[config.mk]
export PLATFORM = sky130hd
export DESIGN_NAME = accum_cell_array
export DESIGN_NICKNAME = d
export VERILOG_FILES = /design/src/rtl/accum_pkg.sv /design/src/rtl/accum_ctrl_decode.sv /design/src/rtl/accum_bit_cell.sv /design/src/rtl/accum_state_reg.sv /design/src/rtl/accum_cell_array.sv
export SDC_FILE = /design/constraint.sdc
export NUM_CORES = 1
export LEC_CHECK = 0
export BUFFER_PORTS_ARGS = -buffer_cell sky130_fd_sc_hd__buf_2
export CELL_PAD_IN_SITES_DETAIL_PLACEMENT = 1
export CELL_PAD_IN_SITES_GLOBAL_PLACEMENT = 2
export CORE_MARGIN = 2
export CORE_UTILIZATION = 35
export DETAILED_ROUTE_END_ITERATION = 7
export GPL_TIMING_DRIVEN = 0
export PLACE_DENSITY = 0.83
export REMOVE_ABC_BUFFERS = 1
export SLEW_MARGIN = 20
export SYNTH_ARGS = -nofsm -noshare
export SYNTH_HDL_FRONTEND = slang
export SYNTH_HIERARCHICAL = 1
export SYNTH_SLANG_ARGS = --single-unit
[constraint.sdc]
create_clock -name clk -period 33.7 [get_ports clk]
set_input_delay 3.37 -clock clk [delete_from_list [all_inputs] [get_ports clk]]
set_output_delay 3.37 -clock clk [all_outputs]
set_load 0.03 [all_outputs]
[src/rtl/accum_pkg.sv]
// Package: shared control word sent from the single decoder to every bit cell.
// Assumes: the controls are meant to be one-hot; conflicts are resolved by the decoder.
package accum_pkg;

    // Decoded control, computed once and broadcast to all cells
    typedef struct packed {
        logic load;       // register A takes the cell outputs
        logic chain_add;  // carry input of each cell is the ripple carry
        logic chain_shl;  // carry input of each cell is A of the cell below
        logic gate_ab;    // A and B enter the sum logic (low while shifting)
        logic upd_carry;  // carry flag takes the chain carry out
        logic conflict;   // more than one control is high
    } acc_ctrl_t;

endpackage

[src/rtl/accum_ctrl_decode.sv]
// Module: accum_ctrl_decode
// Turns the three operation selects into one control word that all cells share.
// Assumes: nothing about the inputs; any pattern with two or more selects set
// is reported as a conflict and suppresses the load.
module accum_ctrl_decode
    import accum_pkg::*;
(
    input  logic      sel_shl,
    input  logic      sel_xor,
    input  logic      sel_add,
    output acc_ctrl_t ctrl
);

    logic [1:0] n_sel;
    logic       any_sel;
    logic       multi;

    // Count the active selects and detect a conflict
    always_comb begin
        n_sel   = 2'(sel_shl) + 2'(sel_xor) + 2'(sel_add);
        any_sel = sel_shl | sel_xor | sel_add;
        multi   = (n_sel > 2'd1);
    end

    // Build the shared control word
    always_comb begin
        ctrl.conflict  = multi;
        ctrl.load      = any_sel & ~multi;
        ctrl.chain_add = sel_add & ~multi;
        ctrl.chain_shl = sel_shl & ~multi;
        ctrl.gate_ab   = ~sel_shl;
        ctrl.upd_carry = sel_add & ~multi;
    end

endmodule

[src/rtl/accum_bit_cell.sv]
// Module: accum_bit_cell
// One bit of register A's next-state logic: a gated full adder whose carry input
// is steered by the shared control word.
//   add : cin = ripple carry,  sum = a ^ b ^ cin
//   xor : cin = 0,             sum = a ^ b
//   shl : a, b gated off, cin = A of cell below, sum = that bit
// Assumes: bit 0 is given zero for both neighbour inputs.
module accum_bit_cell
    import accum_pkg::*;
(
    input  acc_ctrl_t ctrl,
    input  logic      a_bit,
    input  logic      b_bit,
    input  logic      a_below,
    input  logic      c_below,
    output logic      sum_bit,
    output logic      c_out
);

    logic cin;
    logic a_g;
    logic b_g;
    logic prop;

    // Pick the carry input of this cell for the active operation
    always_comb begin
        cin = (ctrl.chain_add & c_below) | (ctrl.chain_shl & a_below);
    end

    // Gated full adder shared by all three operations
    always_comb begin
        a_g     = a_bit & ctrl.gate_ab;
        b_g     = b_bit & ctrl.gate_ab;
        prop    = a_g ^ b_g;
        sum_bit = prop ^ cin;
        c_out   = (a_g & b_g) | (prop & cin);
    end

endmodule

[src/rtl/accum_state_reg.sv]
// Module: accum_state_reg
// Holds register A and the carry flag. Synchronous active-low reset.
// Assumes: load and upd_carry are never high during a conflict (decoder ensures).
module accum_state_reg #(
    parameter int WIDTH = 16
) (
    input  logic             clk,
    input  logic             rst_n,
    input  logic             load,
    input  logic             upd_carry,
    input  logic [WIDTH-1:0] d_in,
    input  logic             c_in,
    output logic [WIDTH-1:0] q_out,
    output logic             c_q
);

    // Update register A on a valid load, clear on reset
    always_ff @(posedge clk) begin
        if (!rst_n)
            q_out <= '0;
        else if (load)
            q_out <= d_in;
    end

    // Update the carry flag only on additions, clear on reset
    always_ff @(posedge clk) begin
        if (!rst_n)
            c_q <= 1'b0;
        else if (upd_carry)
            c_q <= c_in;
    end

endmodule

[src/rtl/accum_cell_array.sv]
// Module: accum_cell_array (top)
// Register A of WIDTH identical cells with one shared decode and one carry chain
// used by both add and shift. Flags conflicting selects on err_o.
// Assumes: a synchronous active-low reset; err_o is combinational from the selects.
module accum_cell_array
    import accum_pkg::*;
#(
    parameter int WIDTH = 16
) (
    input  logic             clk,
    input  logic             rst_n,
    input  logic [WIDTH-1:0] opnd_b,
    input  logic             op_shl,
    input  logic             op_xor,
    input  logic             op_add,
    output logic [WIDTH-1:0] acc_q,
    output logic             carry_q,
    output logic             err_o
);

    localparam int MSB = WIDTH - 1;

    acc_ctrl_t        ctrl;
    logic [WIDTH:0]   chain;
    logic [WIDTH-1:0] next_a;
    logic [WIDTH-1:0] a_nb;

    accum_ctrl_decode u_dec (
        .sel_shl (op_shl),
        .sel_xor (op_xor),
        .sel_add (op_add),
        .ctrl    (ctrl)
    );

    // Carry enters the bottom of the chain as zero
    always_comb begin
        chain[0] = 1'b0;
    end

    // Replicate the bit cell and wire neighbour links
    for (genvar i = 0; i < WIDTH; i++) begin : g_cell
        if (i == 0) begin : g_bottom
            assign a_nb[i] = 1'b0;
        end else begin : g_upper
            assign a_nb[i] = acc_q[i-1];
        end

        accum_bit_cell u_cell (
            .ctrl    (ctrl),
            .a_bit   (acc_q[i]),
            .b_bit   (opnd_b[i]),
            .a_below (a_nb[i]),
            .c_below (chain[i]),
            .sum_bit (next_a[i]),
            .c_out   (chain[i+1])
        );
    end

    accum_state_reg #(.WIDTH(WIDTH)) u_reg (
        .clk       (clk),
        .rst_n     (rst_n),
        .load      (ctrl.load),
        .upd_carry (ctrl.upd_carry),
        .d_in      (next_a),
        .c_in      (chain[MSB+1]),
        .q_out     (acc_q),
        .c_q       (carry_q)
    );

    // Conflict flag straight from the shared decode
    always_comb begin
        err_o = ctrl.conflict;
    end

endmodule

==> impl_metrics.csv <==
group,metric,value,unit
sta,skew,2.154,ps
setup_path,cp_common_cell,"fa_1",
global_route,grt.met1_usage,18.09,%
min_path,hp-class,"reg2reg",
cells_and_area,area_growth_syn_to_layout,17.99,%
pwr,clkPwrFrac,26.4,%
detailed_routing,num_vias,1047,
clock_network,cts.sinks,17,
detailed_routing,drt_iter0_markers,20,
clock_network,clkLatencyLatePin,250,ps
detailed_routing,first_pass_iters,2,
global_route,grt_use_met3,3.885,%
pwr,power.total,0.05710,mW
synth,yosysSeqAreaShare,24.59,%
global_route,use_met2,28.00,%
place,place.gp.congestion,0.6753,
die,initial_core_util,36.97,%
sta,post-route-period-util,40.66,%
synth,ys_ff_latch,17,
synth,syn_area,1384,um^2
pwr,power_switching,0.01938,mW
pwr,p_per_area,34.97,nW/um^2
global_route,grt_antenna_before_repair,0,
setup_path,path_buf_inv,2,
sta,max_freq,72.98,MHz
cells_and_area,drive_gt1_share,26.51,%
synth,yosys_warnings,6,
sta,slew_headroom,25.59,%
setup_path,end_kind,"flip-flop",
global_route,grt_overflow_total,0,
cells_and_area,layout.cells.most_common,"buf_2",
clock_network,cts_hold_buf,0,
clock_network,cts_max_level,1,
synth,netlist.area_leader.share,24.59,%
pwr,seq_power_share,40.8,%
detailed_routing,routed_wl,3146,um
die,die_x,66.88,um
die,die_y,66.88,um
clock_network,cts_resized,0,
die,die_area,4473,um^2
die,io_pins,39,
setup_path,cpPeakStageDelay,490,ps
global_route,grt_max_degree,33,
setup_path,cp_max_fo,32,
place,io_buffers,38,
pwr,leakagePower,0.8033,nW
cells_and_area,nets,205,
synth,synth_area_leaders,"dfxtp_1, fa_1, and2_1",
clock_network,cts-buffers-inserted,3,
setup_path,cp-start-kind,"primary input",
clock_network,cts_tree,"built",
sta,setup-violations-final,0,
place,dpl_cell_area,1588,um^2
pwr,combPwrFrac,32.8,%
cells_and_area,diodes,0,
outcome,status,"completed",
global_route,grt_pass1_wl,5009,um
cells_and_area,final_cell_count_no_fill,214,
clock_network,clk_pin_slew,60,ps
sta,fin_crit,13700,ps
setup_path,worstPathArrival,13890,ps
setup_path,r2r_slack,23340,ps
clock_network,clockRootBuffer,"clkbuf_8",
sta,drv_slew,0,
sta,rsz0062_at_grt,"false",
die,std_cell_rows,22,
job,maxCapViolCount,0,
setup_path,crit_family,"adder cells",
global_route,grt-busiest-layer,"met2",
detailed_routing,routedWlPerCell,14.70,um
synth,ys_types,16,
pwr,vdd_drop_max,0.01726,mV
synth,synthCells,128,
clock_network,clk_path_buf_depth,2,
place,place_inst,210,
cells_and_area,final_area,1633,um^2
detailed_routing,drc_errors,0,
detailed_routing,avgViaCountPerCell,4.893,
pwr,p_sw_share,33.95,%
sta,setup_tns,0,ps
global_route,grt_pass1_vias,1051,
cells_and_area,n_fill_cell,451,
pwr,p_int,0.03772,mW
synth,synth_top_area_cell,"dfxtp_1",
clock_network,postCtsSetupRepairBufs,0,
setup_path,crit_slowest_cell,"fa_1",
global_route,grt_use_total,15.35,%
sta,worst_pin_slew,1116,ps
synth,syn_avg_cell_area,10.81,um^2
setup_path,worstPathRequired,33880,ps
place,dp_hpwl,2257,um
detailed_routing,final_antenna_net_count,0,
cells_and_area,final_cell_mix,"buf_2, and2_1, mux2i_1, nor2b_1, dfxtp_1",
die,core,3744,um^2
setup_path,critical_path_class,"in2reg",
sta,hold_violations,0,
[final timing paths]
path / startpoint / to / cells after the start
hold reg to reg: u_reg/c_q / u_reg/c_q / 2
hold / removal: u_reg/c_q / u_reg/c_q / 2
setup reg to reg: u_reg/q_out[0] / u_reg/q_out[15] / 34
setup / recovery: op_shl / u_reg/q_out[15] / 36
[state kept, by name, summed over array words and instances, names as in the netlist]
name         count
u_reg/q_out     16
u_reg/c_q        1
[metrics by stage]
stage                     hold slack, ps  setup slack (ps)  util [%]
after floorplan                    640.4             20540         -
after global placement             494.2             19910     42.41
after detailed placement           521.4             19650     42.41
after CTS                          541.0             19920     43.62
after global routing               572.7             19560     43.62
final                              533.3             20000     43.62
[worst reg2reg max path: cells and delay by family, from the launching register on]
family | cells | cell delay [ps]
adders and majority gates | 16 | 6060
muxes | 1 | 80
AOI/OAI and AO/OA | 15 | 3520
DFF | 1 | 330
and+or+nand+nor | 2 | 330
[Yosys cell counts, drive strengths merged]
cell / n
a21oi: 1
a22o: 16
and2: 34
buf: 4
clkbuf: 1
conb: 1
dfxtp: 17
fa: 16
ha: 1
inv: 2
mux2i: 17
nor2b: 17
o31a: 1
[area by class of cell]
cell class              instances  area [um^2]  area share [%]
multi-input cells             105        989.7           60.61
repair buffers                 38        190.2           11.65
clock buffers                   4        45.04           2.759
inverters                       2        7.507          0.4598
well taps                      48        60.06           3.678
flip-flops and latches         17        340.3           20.84
[cell families (layout without fill, tap and decap cells)]
kind of cell	count (synthesis)	in the layout	synth area share [%]
flops	17	17	24.59
compound gates	18	18	11.39
simple gates	51	51	23.24
buf+inv	7	44	4.159
other cells	1	2	0.2710
fa+ha+maj	17	17	24.05
mux	17	17	12.30
[per-layer routing]
metal / share of wire, % / vias to the layer above
met2: 48 / 28
met1: 46 / 514
met3: 5.6 / 2
met5: 0 / -
li1: - / 503
met4: 0.45 / 0
[power groups by stage]
stage | registers, mW | clock network, mW | logic (mW)
final | 0.0233 | 0.0151 | 0.0187
after detailed placement | 0.0238 | 0 | 0.0190
after CTS | 0.0233 | 0.0158 | 0.0190
after global placement | 0.0236 | 0 | 0.0182
after global routing | 0.0236 | 0.0166 | 0.0208
after floorplan | 0.0268 | 0 | 0.00989
(Power assumes the default switching activity.)
